File: config.mk
export PLATFORM = sky130hd
export DESIGN_NAME = ahb_region_decoder
export DESIGN_NICKNAME = d
export VERILOG_FILES = /design/src/rtl/ahbdec_pkg.sv /design/src/rtl/ahbdec_map.sv /design/src/rtl/ahbdec_err_resp.sv /design/src/rtl/ahbdec_route.sv /design/src/rtl/ahb_region_decoder.sv
export SDC_FILE = /design/constraint.sdc
export NUM_CORES = 1
export LEC_CHECK = 0
export ABC_AREA = 1
export BUFFER_PORTS_ARGS = -buffer_cell sky130_fd_sc_hd__clkbuf_2
export CAP_MARGIN = 15
export CORE_AREA = 2 2 122 124
export DETAILED_ROUTE_END_ITERATION = 6
export DIE_AREA = 0 0 124 126
export GPL_ROUTABILITY_DRIVEN = 1
export PLACE_DENSITY = 0.45
export SETUP_SLACK_MARGIN = 0.2
export SLEW_MARGIN = 0
export SYNTH_ARGS = -nofsm -noshare
export SYNTH_HDL_FRONTEND = slang
export SYNTH_SLANG_ARGS = --single-unit
File: constraint.sdc
create_clock -name clk -period 2.3 [get_ports clk]
set_input_delay 0.345 -clock clk [delete_from_list [all_inputs] [get_ports clk]]
set_output_delay 0.345 -clock clk [all_outputs]
set_load 0.01 [all_outputs]
File: src/rtl/ahbdec_pkg.sv
// Shared constants and types for the AHB region decoder.
// Assumes a 32-bit address map carved into 256 MB slices, plus one
// narrow window at the top that is matched on address bits [31:18].
package ahbdec_pkg;

    localparam int ADDR_W    = 32;
    localparam int N_TGT     = 7;
    localparam int DEF_IDX   = N_TGT;        // default responder slot
    localparam int N_SEL     = N_TGT + 1;
    localparam int SLICE_LSB = 28;           // 256 MB slice granularity
    localparam int WIN_LSB   = 18;           // 256 KB top window granularity

    // Bits [31:18] of 0xF0000000: the top system window.
    localparam logic [ADDR_W-WIN_LSB-1:0] SYS_TOP_TAG = 14'h3C00;

    // Bit position of each target in the one-hot select.
    typedef enum logic [2:0] {
        TGT_ROM  = 3'd0,
        TGT_CODE = 3'd1,
        TGT_DATA = 3'd2,
        TGT_SYS  = 3'd3,
        TGT_EXP  = 3'd4,
        TGT_BUF1 = 3'd5,
        TGT_BUF2 = 3'd6
    } tgt_e;

    // Default responder data-phase state.
    typedef enum logic [1:0] {
        ERR_IDLE  = 2'd0,
        ERR_FIRST = 2'd1,
        ERR_LAST  = 2'd2
    } err_st_e;

endpackage

File: src/rtl/ahbdec_map.sv
// Combinational address map for one initiator.
// Takes address bits [31:18] and the remap control and produces a
// one-hot target select, or all zero for an unmapped address.
// DMA_MAP picks the variant: 0 is the processor map (remap honoured,
// top system window decoded); 1 is the DMA map (code RAM fixed at
// zero, top window unmapped).
module ahbdec_map
    import ahbdec_pkg::*;
#(
    parameter bit DMA_MAP = 1'b0
) (
    input  logic [ADDR_W-1:WIN_LSB] addr_hi,
    input  logic                    remap,
    output logic [N_TGT-1:0]        sel
);

    logic [ADDR_W-SLICE_LSB-1:0] slice;
    logic                        low_is_code;
    logic                        top_sys_hit;

    assign slice = addr_hi[ADDR_W-1:SLICE_LSB];

    generate
        if (DMA_MAP) begin : g_dma_flavour
            logic unused_dma;
            assign unused_dma  = remap ^ (^addr_hi[SLICE_LSB-1:WIN_LSB]);
            assign low_is_code = 1'b1;
            assign top_sys_hit = 1'b0;
        end else begin : g_cpu_flavour
            assign low_is_code = remap;
            assign top_sys_hit = (addr_hi == SYS_TOP_TAG);
        end
    endgenerate

    // Slice decode: one select bit per recognised window.
    always_comb begin
        sel = '0;
        unique case (slice)
            4'h0:                      sel[low_is_code ? TGT_CODE : TGT_ROM] = 1'b1;
            4'h1:                      sel[TGT_ROM]  = 1'b1;
            4'h2:                      sel[TGT_CODE] = 1'b1;
            4'h3:                      sel[TGT_DATA] = 1'b1;
            4'h4, 4'h5:                sel[TGT_SYS]  = 1'b1;
            4'h6, 4'h7:                sel[TGT_EXP]  = 1'b1;
            4'h8:                      sel[TGT_BUF1] = 1'b1;
            4'h9:                      sel[TGT_BUF2] = 1'b1;
            4'hA, 4'hB, 4'hC, 4'hD:    sel[TGT_EXP]  = 1'b1;
            4'hF:                      sel[TGT_SYS]  = top_sys_hit;
            default:                   sel = '0;
        endcase
    end

endmodule

File: src/rtl/ahbdec_err_resp.sv
// Default responder for unmapped addresses.
// An accepted NONSEQ/SEQ transfer gets a two-cycle ERROR reply
// (ready low, then ready high, with resp high in both cycles).
// IDLE/BUSY transfers get a zero-wait OKAY.
// Assumes that hready is low in the first error cycle, because this
// block is then the data-phase target.
module ahbdec_err_resp
    import ahbdec_pkg::*;
(
    input  logic clk,
    input  logic rst_n,
    input  logic hready,
    input  logic selected,     // default slot chosen this address phase
    input  logic xfer,         // htrans is NONSEQ or SEQ
    output logic readyout,
    output logic resp
);

    err_st_e st_q;

    // Advance through the error sequence, or start it on acceptance.
    always_ff @(posedge clk) begin
        if (!rst_n) begin
            st_q <= ERR_IDLE;
        end else if (st_q == ERR_FIRST) begin
            st_q <= ERR_LAST;
        end else if (hready) begin
            st_q <= (selected && xfer) ? ERR_FIRST : ERR_IDLE;
        end
    end

    // Response outputs follow the state directly.
    always_comb begin
        readyout = (st_q != ERR_FIRST);
        resp     = (st_q != ERR_IDLE);
    end

endmodule

File: src/rtl/ahbdec_route.sv
// Data-phase select register and response multiplexer.
// Captures the address-phase one-hot select whenever hready is high,
// and holds it otherwise. The held select chooses which slot's data,
// ready and response reach the initiator. After reset the register
// points at the default slot (the top slot).
module ahbdec_route
    import ahbdec_pkg::*;
#(
    parameter int DATA_W = 32
) (
    input  logic                    clk,
    input  logic                    rst_n,
    input  logic                    hready,
    input  logic [N_SEL-1:0]        sel_a,
    input  logic [N_SEL*DATA_W-1:0] s_rdata,
    input  logic [N_SEL-1:0]        s_ready,
    input  logic [N_SEL-1:0]        s_resp,
    output logic [N_SEL-1:0]        dsel_q,
    output logic [DATA_W-1:0]       rdata,
    output logic                    ready,
    output logic                    resp
);

    localparam logic [N_SEL-1:0] DSEL_RST = {1'b1, {N_TGT{1'b0}}};

    // Capture the select on each accepted address phase.
    always_ff @(posedge clk) begin
        if (!rst_n) begin
            dsel_q <= DSEL_RST;
        end else if (hready) begin
            dsel_q <= sel_a;
        end
    end

    // AND-OR multiplexer over the slots, driven by the held select.
    always_comb begin
        rdata = '0;
        ready = 1'b0;
        resp  = 1'b0;
        for (int i = 0; i < N_SEL; i++) begin
            rdata = rdata | ({DATA_W{dsel_q[i]}} & s_rdata[i*DATA_W +: DATA_W]);
            ready = ready | (dsel_q[i] & s_ready[i]);
            resp  = resp  | (dsel_q[i] & s_resp[i]);
        end
    end

endmodule

File: src/rtl/ahb_region_decoder.sv
// Initiator-side AHB-Lite region decoder with boot remap.
// Decodes the address phase to a one-hot select over seven targets,
// sends unmapped addresses to a built-in error responder, and routes
// the data-phase response from the target that was accepted.
// Assumes one initiator path; arbitration lies outside this block.
module ahb_region_decoder
    import ahbdec_pkg::*;
#(
    parameter int DATA_W  = 32,
    parameter bit DMA_MAP = 1'b0
) (
    input  logic                    clk,
    input  logic                    rst_n,
    input  logic [ADDR_W-1:0]       haddr,
    input  logic [1:0]              htrans,
    input  logic                    hready,
    input  logic                    remap,
    output logic [N_TGT-1:0]        hsel,
    input  logic [N_TGT*DATA_W-1:0] t_hrdata,
    input  logic [N_TGT-1:0]        t_hreadyout,
    input  logic [N_TGT-1:0]        t_hresp,
    output logic [DATA_W-1:0]       hrdata,
    output logic                    hreadyout,
    output logic                    hresp
);

    logic             def_sel;
    logic             def_ready;
    logic             def_resp;
    logic [N_SEL-1:0] dsel_q;
    logic             unused_low;

    assign unused_low = (^haddr[WIN_LSB-1:0]) ^ htrans[0];

    ahbdec_map #(.DMA_MAP(DMA_MAP)) u_map (
        .addr_hi (haddr[ADDR_W-1:WIN_LSB]),
        .remap   (remap),
        .sel     (hsel)
    );

    // Default slot is taken when no window matches.
    assign def_sel = ~|hsel;

    ahbdec_err_resp u_err (
        .clk      (clk),
        .rst_n    (rst_n),
        .hready   (hready),
        .selected (def_sel),
        .xfer     (htrans[1]),
        .readyout (def_ready),
        .resp     (def_resp)
    );

    ahbdec_route #(.DATA_W(DATA_W)) u_route (
        .clk     (clk),
        .rst_n   (rst_n),
        .hready  (hready),
        .sel_a   ({def_sel, hsel}),
        .s_rdata ({{DATA_W{1'b0}}, t_hrdata}),
        .s_ready ({def_ready, t_hreadyout}),
        .s_resp  ({def_resp, t_hresp}),
        .dsel_q  (dsel_q),
        .rdata   (hrdata),
        .ready   (hreadyout),
        .resp    (hresp)
    );

endmodule

==> Yosys cells after proc, flatten, opt, wreduce, memory -nomap -nowiden <==
Index checks and enable logic that the tools add are counted.
W data, S select, Z words.
{ "word_totals": {"mem_bits_ro": 0, "word_cells": 89, "ram_bits": 0, "inputBits": 276, "latch_bits": 0, "n_memories": 0, "register_bits": 10, "output_inout_bits": 41} }
{ "op_classes": {"n_bitwise": 44, "n_eq_ne": 17, "addsub": 0, "reduce_logical": 10, "n_shift": 0, "muxes": 13, "n_lt_le_gt_ge": 2, "n_div": 0, "mul": 0} }
{ "ops": {"columns": ["op", "n"], "rows": [
  ["$and A32 B32 Y32", 7],
  ["$or A32 B32 Y32", 6],
  ["$eq A4 B4 Y1 const B", 7],
  ["$and A1 B1 Y1", 16],
  ["$eq A4 B3 Y1 const B", 4],
  ["$eq A14 B14 Y1 const B", 1],
  ["$or A1 B1 Y1", 14],
  ["$pmux W1 S2", 6],
  ["$eq A4 B2 Y1 const B", 2],
  ["$reduce_or A7 Y1", 1],
  ["$reduce_or A6 Y1", 1],
  ["$eq A4 B1 Y1 const B", 1],
  ["$logic_not A4 Y1", 1],
  ["$lt A3 B4 Y1 const B", 1],
  ["$mux W2", 2],
  ["$reduce_bool A2 Y1", 2],
  ["$reduce_or A2 Y1", 2],
  ["$demux W1 S3", 1],
  ["$ge A3 B1 Y1 const B", 1],
  ["$mux W1", 3],
  ["$pmux W1 S3", 1],
  ["$eq A2 B1 Y1 const B", 1],
  ["$logic_and A1 B1 Y1", 2],
  ["$ne A2 B1 Y1 const B", 1],
  ["other kinds (2)", 2]
]} }

==> Logic depth before layout (Yosys ltp) <==
Gate-level depths: netlist (run 1).
{ "logic_depth": {"word_depth": 12, "ltp_mapped": 8, "depth_no_buf": 8} }

==> Cells and area by module <==
From an unflattened synthesis (run 1), not the netlist that was laid out.
{ "hier_totals": {"cells_unflattened": 632, "area_unflattened_um2": 2897.8} }
{ "by_module_without_submodules": {"columns": ["module", "area_per_inst_um2", "seq_area_each_um2", "n_inst", "cells_each"], "rows": [
  ["ahbdec_route", 2633.8, 160.2, 1, 575],
  ["ahbdec_map", 137.6, 0.0, 1, 33],
  ["ahbdec_err_resp", 96.3, 40.0, 1, 16],
  ["ahb_region_decoder", 30.0, 0.0, 1, 8]
]} }

==> Worst setup path before layout (run 1) <==
Ideal clock, no wire load.
{ "synth_timing": {"kind": "register -> output", "start": "register u_route.dsel_q[1]", "end": "output port hrdata[15]", "stages_incl_launch_ff": 5, "required_ns": 1.955, "t_arrival_ns": 0.943, "path_slack_ns": 1.012, "n_path_buf": 2, "cell_sequence": "dfxtp_1 > buf_2 > buf_2 > a221oi_1 > nand2_1"} }
{ "synth_via": {"elab_chain_len": 7} }
{ "synth_lines": {"columns": ["item", "line", "source"], "rows": [
  ["start, declared", "ahbdec_route.sv:18", "output logic [N_SEL-1:0] dsel_q,"],
  ["start signal, assigned", "ahbdec_route.sv:31", "dsel_q <= sel_a;"],
  ["$and A32 B32 Y32", "ahbdec_route.sv:41", "rdata = rdata | ({DATA_W{dsel_q[i]}} & s_rdata[i*DATA_W +: DATA_W]);"],
  ["$or A32 B32 Y32 (6 in a row)", "ahbdec_route.sv:41", null],
  ["end, declared", "ahb_region_decoder.sv:22", "output logic [DATA_W-1:0] hrdata,"]
]} }
No other way between the ends.

==> Final worst setup path (run 1) <==
{ "layout_timing": {"start": "register u_route.dsel_q[3]", "end": "output port hrdata[1]"} }
{ "layout_via": {"elab_chain_len": 5} }
{ "layout_lines": {"columns": ["item", "line"], "rows": [
  ["$and A32 B32 Y32", "ahbdec_route.sv:41"],
  ["$or A32 B32 Y32 (4 in a row)", "ahbdec_route.sv:41"]
]} }
No other way between the ends.

==> results of run 1 <==
-- logic make-up (layout without fill, tap and decap cells) --
group / Yosys count / count (layout) / share of synthesized area [%]
AO/OA/AOI/OAI: 79 / 79 / 24.6
buffers and inverters: 47 / 329 / 12.8
flip-flops: 10 / 10 / 9.69
AND/OR/NAND/NOR: 261 / 261 / 52.9
-- synth_stat cells, types with 2 or more instances --
library cell and n:
o21ai_0 6, nand3_1 26, o21ai_1 2, inv_1 15, nand4_1 22, nand2_1 188
a22o_1 13, dfxtp_1 10, nor2_1 18, buf_6 8, nand2_2 5, a221oi_1 7
buf_2 20, inv_2 2, a21oi_1 45, a221oi_2 3
-- routing by layer --
metal / GRT usage (%) / routed length [microns] / part of all wire [%] / up-vias
li1: - / - / - / 1902
met2: 27.8 / 6300 / 50 / 154
met4: 1.59 / 68 / 0.54 / 0
met1: 18.6 / 5110 / 41 / 1565
met3: 2.08 / 1010 / 8.1 / 6
met5: 0 / 0 / 0 / -
-- how the worst max path moves through the flow --
stage / start / to / slack, ns
floorplan: u_route.dsel_q[1] / hrdata[15] / 1.01
global placement: u_route.dsel_q[3] / hrdata[27] / 0.75
CTS: u_route.dsel_q[3] / hrdata[11] / 0.49
global route: u_route.dsel_q[3] / hrdata[11] / 0.41
finish: u_route.dsel_q[3] / hrdata[1] / 0.54
detailed placement: u_route.dsel_q[3] / hrdata[11] / 0.74
-- sequential cells by signal (all words and copies together) (netlist names) --
register and cells:
u_route.dsel_q 8, u_err.st_q 2
-- worst max-delay path, delay by kind of cell, from the launching register on --
kind,cells,cell delay (ns)
flops,1,0.62
buf+inv,2,0.36
simple gates,1,0.10
compound gates,1,0.09
-- power by group through the flow --
stage | Sequential [mW] | Combinational, mW | Clock [mW]
after floorplan | 0.188 | 0.326 | 0
after global placement | 0.199 | 0.707 | 0
after detailed placement | 0.199 | 0.707 | 0
after CTS | 0.196 | 0.711 | 0.344
after global routing | 0.197 | 0.787 | 0.357
final | 0.195 | 0.698 | 0.340
-- per-stage QoR --
step	instances	instance area [sq um]
6_report	863	3790
5_1_grt	863	3790
4_1_cts	863	3790
3_5_place_dp	859	3700
3_3_place_gp	859	3700
2_1_floorplan	397	2070
-- cell type report --
| class | instances | area (sq um) | area share [%] |
|---|---|---|---|
| tap | 184 | 230 | 6.07 |
| inverter | 17 | 63.8 | 1.68 |
| timing repair buffer | 308 | 1610 | 42.3 |
| sequential | 10 | 203 | 5.34 |
| clock buffer | 4 | 88.8 | 2.34 |
| multi-input combinational | 340 | 1600 | 42.2 |
==> impl_metrics.csv, run 1 <==
group,metric,value,unit
final_layout,postLayoutCoreUtil,26.5,%
worst_hold_path,min_path_type,"primary input to register",
setup_path,crit_path_end_kind,"primary output",
final_layout,area_growth,83.5,%
setup_path,crit_chain,"buf_12 -> a21oi_1 -> nand4_1 -> clkbuf_2",
clocking,cts_resized,0,
synthesis,syn_area,2070,sq um
timing,fmax,567,MHz
placed_design,pre_cts_slack,0.740,ns
die,core-area,14300,sq um
setup_path,arrival,1.42,ns
clocking,clkLatencyLatePin,0.23,ns
clocking,numCtsBuffers,3,
timing,finalSetupTns,0,ns
synthesis,synth_nets,673,
timing,setup_viol,0,
clocking,clockBufferDepth,2,
route,drt_wl_total,12500,microns
synthesis,synth_top_area_share,34.1,%
route,ant_nets,0,
route,drt_first_pass_iters,4,
setup_path,path_class,"register to primary output",
clocking,post_cts_buffers,0,
die,rows,44,
synthesis,ys_seq_area_share,9.69,%
synthesis,yosys_warnings,0,
setup_path,cp_max_fo,18,
clocking,clkTransAtPathRegs,0.04,ns
setup_path,reg2reg_to,"u_route.dsel_q[3]",
final_layout,antenna-diode-count,0,
final_layout,finalNetCount,956,
synthesis,syn_avg_cell_area,5.21,sq um
timing,setup_ws,0.537,ns
setup_path,reg2reg_slack,1.33,ns
worst_hold_path,holdPathStages,3,
global_route,grt_usage,14.9,%
setup_path,r2r_cells,4,
clocking,cts-root-buf,"clkbuf_16",
timing,relSlewSlack,68.4,%
pwr,power,1.23,mW
route,wl_per_cell,14.5,microns
die,fp.dieH,126,microns
die,initial_core_util,14.4,%
global_route,grt_pass1_wl,18200,microns
global_route,grt_max_degree,36,
die,die_w,124,microns
pwr,powerDensity,325,nW/um^2
final_layout,nFillCells,1728,
route,drc,0,
timing,tightest_slew,0.474,ns
pwr,p_leak,2.21,nW
setup_path,reg2reg_from,"u_route.dsel_q[3]",
final_layout,drive_gt1_share,48.0,%
timing,fin_skew,0.000244,ns
setup_path,max_stage_delay,0.62,ns
final_layout,layout_commonest_cell,"clkbuf_2",
synthesis,synth_edf_count,0,
die,die_area,15600,sq um
die,ios,317,
timing,finalMaxSlewViolations,0,
setup_path,crit_path_start_kind,"register",
pwr,comb_power_share,56.6,%
final_layout,final_cell_mix,"clkbuf_2 (297), nand2_1 (188), a21oi_1 (45)",
pwr,clock_power_share,27.6,%
global_route,grt_overflow,0,
synthesis,synth.ff_latch_count,10,
global_route,grt_pass1_vias,3423,
synthesis,async_reset_ff_share,0,%
timing,hold_ws,0.360,ns
clocking,cts.htree.levels,1,
pwr,ir_drop,0.178,mV
pwr,seqPwrFrac,15.8,%
synthesis,synth_ff_type,"dfxtp_1",
clocking,clkSinkCount,10,
worst_hold_path,hold_path_startpoint,"htrans[1]",
setup_path,required,1.96,ns
timing,period_share,76.7,%
route,avgViaCountPerCell,4.20,
clocking,cts_hold_buf,0,
pwr,p_sw_share,36.4,%
route,vias,3627,
placed_design,hpwl,10300,microns
clocking,cts_tree,"built",
flow_run,cap_violations,0,
placed_design,port_buffers,297,
run_status,outcome,"finished, final reports clean",
synthesis,netlist_instances,397,
worst_hold_path,hold-path-endpoint,"u_err.st_q[0]",
pwr,p_int,785,uW
synthesis,ys_types,23,
timing,fin_crit,1.76,ns
synthesis,yosysTopAreaCell,"nand2_1",
pwr,p_switching,449,uW
timing,finalHoldViolations,0,
global_route,antenna_found_initial,0,
setup_path,critPathSlowestCell,"dfxtp_2",
synthesis,synth_area_leaders,"nand2_1 (34%), a21oi_1 (11%), dfxtp_1 (9.7%)",
route,first_iter_violations,152,
timing,grt_setup_unrepaired,"false",
placed_design,gp_congestion,0.793,
Power figures use the tool's default switching activity.
==> inputs of run 2 (changes only) <==
- ABC_AREA: 1 -> 0
- CORE_AREA: 2 2 122 124 -> 2 2 125 127
- DIE_AREA: 0 0 124 126 -> 0 0 127 129
- PLACE_DENSITY: 0.45 -> 0.42
- clock period: 2.3 -> 1.4 ns (I/O delays scaled with it)
==> run 2 against run 1 <==
The flow now finishes with violations (setup timing); synthesized area shrank 16%; combinational power grew 40%; count of clock-buffer cells in the layout shrank 1; routed wire length grew 13%; hold slack lost 0.10 ns; largest power group unchanged.
==> impl_metrics.csv, run 2 <==
group,metric,value,unit
clocking,clkSinkCount,10,
clocking,cts.htree.levels,1,
synthesis,netlist_instances,228,
synthesis,yosysTopAreaCell,"a22oi_1",
pwr,p_leak,2.11,nW
synthesis,synth_nets,504,
clocking,clockBufferDepth,2,
run_status,failed_checks,"setup timing",
final_layout,antenna-diode-count,0,
final_layout,largest_register_ffs,8,
final_layout,drive_gt1_share,69.9,%
die,die_area,16400,sq um
pwr,ir_drop,0.295,mV
timing,fmax,592,MHz
route,wl_per_cell,19.3,microns
synthesis,synth.most_common_cell,"a22oi_1",
pwr,p_sw_share,32.2,%
route,first_iter_violations,221,
synthesis,synth_top_area_share,27.7,%
final_layout,top_regs,"u_route.dsel_q: 8 flops, u_err.st_q: 2 flops",
final_layout,layout_commonest_cell,"clkbuf_2",
timing,setup_ws,-0.290,ns
run_status,outcome,"finished, violations left",
synthesis,synth.ff_latch_count,10,
die,rows,45,
timing,tightest_slew,0.406,ns
worst_hold_path,min_path_type,"primary input to register",
clocking,cts-root-buf,"clkbuf_16",
route,ant_nets,0,
clocking,cts_tree,"built",
route,drt_wl_total,14100,microns
clocking,numCtsBuffers,3,
pwr,seqPwrFrac,17.5,%
final_layout,finalNetCount,817,
timing,hold_ws,0.259,ns
die,core-area,15000,sq um
placed_design,port_buffers,297,
global_route,grt_overflow,0,
timing,grt_setup_unrepaired,"true",
placed_design,hpwl,10800,microns
final_layout,nFillCells,1691,
global_route,grt_usage,14.9,%
die,die_w,127,microns
route,drt_first_pass_iters,5,
timing,relSlewSlack,72.9,%
timing,fin_skew,0.0000299,ns
clocking,clkTransAtPathRegs,0.04,ns
clocking,clkLatencyLatePin,0.23,ns
synthesis,synth_area_leaders,"a22oi_1 (28%), a222oi_1 (20%), dfxtp_1 (12%)",
setup_path,required,1.19,ns
die,ios,317,
route,vias,3517,
setup_path,arrival,1.48,ns
pwr,clock_power_share,27.4,%
setup_path,cp_max_fo,10,
final_layout,final_cell_mix,"clkbuf_2 (282), a22oi_1 (50), nand3_1 (35)",
synthesis,async_reset_ff_share,0,%
pwr,powerDensity,435,nW/um^2
global_route,grt_pass1_vias,3560,
route,avgViaCountPerCell,4.84,
die,initial_core_util,11.6,%
pwr,comb_power_share,55.1,%
setup_path,path_class,"register to primary output",
placed_design,gp_congestion,0.795,
timing,finalMaxSlewViolations,0,
final_layout,multiInputGateArea,1500,sq um
synthesis,yosys-top-cells-count,"a22oi_1 (64), nand3_1 (35), a222oi_1 (34), clkbuf_1 (16), buf_2 (14)",
synthesis,ys_seq_area_share,11.5,%
route,drc,0,
final_layout,postLayoutCoreUtil,27.3,%
global_route,antenna_found_initial,0,
pwr,p_switching,573,uW
placed_design,place_inst,704,
global_route,grt_max_degree,21,
clocking,cts_hold_buf,0,
synthesis,yosys_warnings,0,
setup_path,crit_path_start_kind,"register",
setup_path,crit_path_end_kind,"primary output",
final_layout,top_register,"u_route.dsel_q",
final_layout,final_cells,727,
timing,period_share,121,%
flow_run,cap_violations,0,
synthesis,synth_ff_type,"dfxtp_1",
final_layout,area_growth,135,%
timing,setup_viol,34,
timing,finalHoldViolations,0,
synthesis,syn_avg_cell_area,7.61,sq um
synthesis,syn_area,1740,sq um
global_route,grt_pass1_wl,19000,microns
synthesis,ys_types,35,
die,fp.dieH,129,microns
pwr,p_int,1.21,mW
final_layout,seqCellArea,219,sq um
timing,fin_crit,1.69,ns
synthesis,synth_edf_count,0,
run 2: what timing repair did:
item / CTS / global route
resized for setup: 29 / 32
setup buffers: 6 / 9
gates cloned: 2 / 3
pin swaps: 25 / 28
endpoints found under the setup margin: 37 / 37
run 2: path summary, 6_finish.rpt:
| kind | cells after the start | end | slack [ns] | start |
|---|---|---|---|---|
| hold / removal | 3 | u_err.st_q[0] | 0.26 | htrans[1] |
| setup / recovery | 4 | hrdata[8] | -0.29 | u_route.dsel_q[5] |
| setup reg to reg | 4 | u_route.dsel_q[4] | 0.34 | u_route.dsel_q[4] |
| hold reg to reg | 2 | u_err.st_q[1] | 0.51 | u_err.st_q[1] |
run 2: power by group through the flow:
stage,Clock (mW),Sequential (mW),Combinational (mW)
3_5_place_dp,0,0.319,0.875
4_1_cts,0.500,0.315,0.934
5_1_grt,0.507,0.314,1.06
3_3_place_gp,0,0.318,0.870
6_report,0.488,0.311,0.980
2_1_floorplan,0,0.303,0.333
run 2: critical path, cell delays in order, from the launching register on:
cell	delay (ns)
dfxtp_4	0.37
buf_12	0.15
a222oi_1	0.38
nand3_1	0.18
clkbuf_2	0.16
run 2: routing by layer:
layer	wire (microns)	vias up	global-route usage, %
li1	-	1636	-
met3	1250	13	2.87
met5	0	-	0
met1	5750	1655	19.0
met4	157	0	2.78
met2	6910	213	26.3
run 2: kinds of logic after synthesis:
kind of cell	after synthesis	share of synthesized area, %
AOI/OAI and AO/OA	115	54.4
and+or+nand+nor	65	22.1
buffers and inverters	34	9.66
DFF	10	11.5
muxes	3	1.73
xor gates and xnor gates	1	0.505
run 2: area by class of cell:
cell class / instances / area share (%)
clock buffer: 3 / 1.84
multi-input combinational: 184 / 36.6
timing repair buffer: 341 / 50.4
sequential: 10 / 5.36
tap: 188 / 5.76
inverter: 1 / 0.0919
run 2: metrics by stage:
| step | TNS, ns | setup slack [ns] | cell area [sq um] | total power [mW] |
|---|---|---|---|---|
| 5_1_grt | -8.83 | -0.313 | 4090 | 1.88 |
| 3_3_place_gp | -0.0350 | -0.0137 | 3570 | 1.19 |
| 2_1_floorplan | 0 | 0.189 | 1810 | 0.635 |
| 3_5_place_dp | -0.201 | -0.0441 | 3570 | 1.19 |
| 6_report | -6.24 | -0.290 | 4090 | 1.78 |
| 4_1_cts | -6.57 | -0.266 | 3860 | 1.75 |
==> inputs of run 3 (changes only) <==
--- a/config.mk
+++ b/config.mk
@@ -10,4 +10,5 @@
 export CAP_MARGIN = 15
 export CORE_AREA = 2 2 125 127
+export CTS_CLUSTER_DIAMETER = 120
 export DETAILED_ROUTE_END_ITERATION = 6
 export DIE_AREA = 0 0 127 129
==> constraint.sdc (replaced) <==
create_clock -name clk -period 1.4 [get_ports clk]
set_input_delay 0.28 -clock clk [delete_from_list [all_inputs] [get_ports clk]]
set_output_delay 0.28 -clock clk [all_outputs]
set_load 0.01 [all_outputs]
==> run 3 against run 2 <==
Global-route usage barely moved; maximum frequency fell by 5.7%; die area did not move; utilization rose by 0.68 points; setup slack got worse by 0.10 ns; the run still ends with setup timing left; sequential share of layout area fell by 0.10 points; hold slack improved by 0.061 ns; count of clock-buffer cells in the layout rose by 1; routed wire length rose by 0.97%; via count rose by 1.8%; clock power rose by 15%; sequential cell count did not move; largest cell class unchanged.
==> impl_metrics.csv, run 3 (same netlist as run 2, synthesis figures left out) <==
group,metric,value,unit
setup_path,cp_max_fo,11,
clocking,cts_tree,"built",
final_layout,layout_commonest_cell,"clkbuf_2",
final_layout,top_register,"u_route.dsel_q",
clocking,clkSinkCount,10,
final_layout,postLayoutCoreUtil,28.0,%
final_layout,drive_gt1_share,70.7,%
setup_path,crit_path_end_kind,"primary output",
setup_path,arrival,1.51,ns
die,core-area,15000,sq um
timing,finalMaxSlewViolations,0,
final_layout,final_cells,728,
final_layout,top_regs,"u_route.dsel_q: 8 flops, u_err.st_q: 2 flops",
timing,setup_ws,-0.392,ns
setup_path,required,1.12,ns
placed_design,place_inst,706,
route,drc,0,
clocking,clkTransAtPathRegs,0.04,ns
setup_path,path_class,"register to primary output",
route,first_iter_violations,297,
run_status,outcome,"finished, violations left",
global_route,grt_overflow,0,
timing,relSlewSlack,67.0,%
flow_run,cap_violations,0,
global_route,antenna_found_initial,0,
die,rows,45,
pwr,ir_drop,0.376,mV
global_route,grt_pass1_vias,3602,
timing,period_share,128,%
die,die_area,16400,sq um
global_route,grt_pass1_wl,19200,microns
clocking,clockBufferDepth,2,
clocking,cts.htree.levels,1,
timing,hold_ws,0.320,ns
die,die_w,127,microns
final_layout,final_cell_mix,"clkbuf_2 (280), a22oi_1 (48), nand3_1 (35)",
placed_design,hpwl,10900,microns
final_layout,antenna-diode-count,0,
final_layout,finalNetCount,817,
route,ant_nets,0,
timing,finalHoldViolations,0,
route,wl_per_cell,19.5,microns
final_layout,largest_register_ffs,8,
worst_hold_path,min_path_type,"primary input to register",
run_status,failed_checks,"setup timing",
clocking,cts-root-buf,"clkbuf_16",
timing,setup_viol,34,
clocking,numCtsBuffers,3,
timing,grt_setup_unrepaired,"true",
route,avgViaCountPerCell,4.92,
timing,fmax,558,MHz
die,initial_core_util,11.6,%
clocking,clkLatencyLatePin,0.24,ns
pwr,powerDensity,453,nW/um^2
global_route,grt_max_degree,32,
die,ios,317,
die,fp.dieH,129,microns
setup_path,crit_path_start_kind,"register",
route,drt_wl_total,14200,microns
route,drt_first_pass_iters,5,
global_route,grt_usage,14.8,%
route,vias,3580,
pwr,power,1.90,mW
timing,fin_crit,1.79,ns
final_layout,area_growth,141,%
placed_design,port_buffers,297,
placed_design,gp_congestion,0.878,
timing,tightest_slew,0.495,ns
timing,fin_skew,0.0000329,ns
pwr,p_leak,2.14,nW
## run 3: changes by cell type in the layout (fill, tap and decap cells not counted), moves of 2 or more
cell	change
a22oi_1	-2
buf_4	-4
clkbuf_8	+2
a21oi_1	-2
dfxtp_2	-2
a22oi_2	+2
clkbuf_2	-2
buf_6	+5
a21oi_2	+2
clkbuf_16	+2
## run 3: layout make-up
type                            instances  area [sq um]
Clock buffer                            4          88.8
Sequential cell                        10           220
Tap cell                              188           235
Timing Repair Buffer                  341          2100
Fill cell                            1669         10800
Inverter                                1          3.75
Multi-Input combinational cell        184          1540
## run 3: final timing paths
kind                                        start                 to  slack (ns)  cells after the start
worst max-delay path            u_route.dsel_q[5]         hrdata[23]       -0.39                      4
worst min-delay path                    htrans[1]      u_err.st_q[0]        0.32                      3
worst max register to register  u_route.dsel_q[1]  u_route.dsel_q[1]        0.40                      3
worst min register to register      u_err.st_q[1]      u_err.st_q[1]        0.51                      2
## run 3: stage by stage
stage	area, sq um	TNS [ns]	worst slack [ns]
2_1_floorplan	1860	0	0.119
4_1_cts	3960	-8.25	-0.334
3_5_place_dp	3590	-4.98	-0.231
5_1_grt	4190	-10.71	-0.392
6_report	4190	-8.36	-0.392
3_3_place_gp	3590	-4.79	-0.224
## run 3: layer usage
| layer | vias up | GRT usage, % | share of wire, % |
|---|---|---|---|
| li1 | 1640 | - | - |
| met1 | 1703 | 17.9 | 40 |
| met2 | 221 | 27.5 | 50 |
| met3 | 16 | 2.37 | 8.4 |
| met4 | 0 | 3.68 | 1.5 |
| met5 | - | 0 | 0 |
## run 3: worst max-delay path, stage by stage, from the launching register on
cell and delay, ns:
dfxtp_4 0.38, buf_12 0.16, a222oi_1 0.45, nand3_1 0.13
clkbuf_2 0.15
## run 3: what timing repair did
item / in CTS / in global routing
cloned: 1 / 2
resized for setup: 43 / 37
hold buffers: 0 / 0
setup endpoints to repair: 40 / 39
buffers inserted: 7 / 8
pin swaps: 13 / 19
## run 3: where the power goes
group | internal (mW) | switching (mW)
Combinational | 0.574 | 0.451
Clock | 0.429 | 0.134
Sequential | 0.289 | 0.0184
Total | 1.29 | 0.603
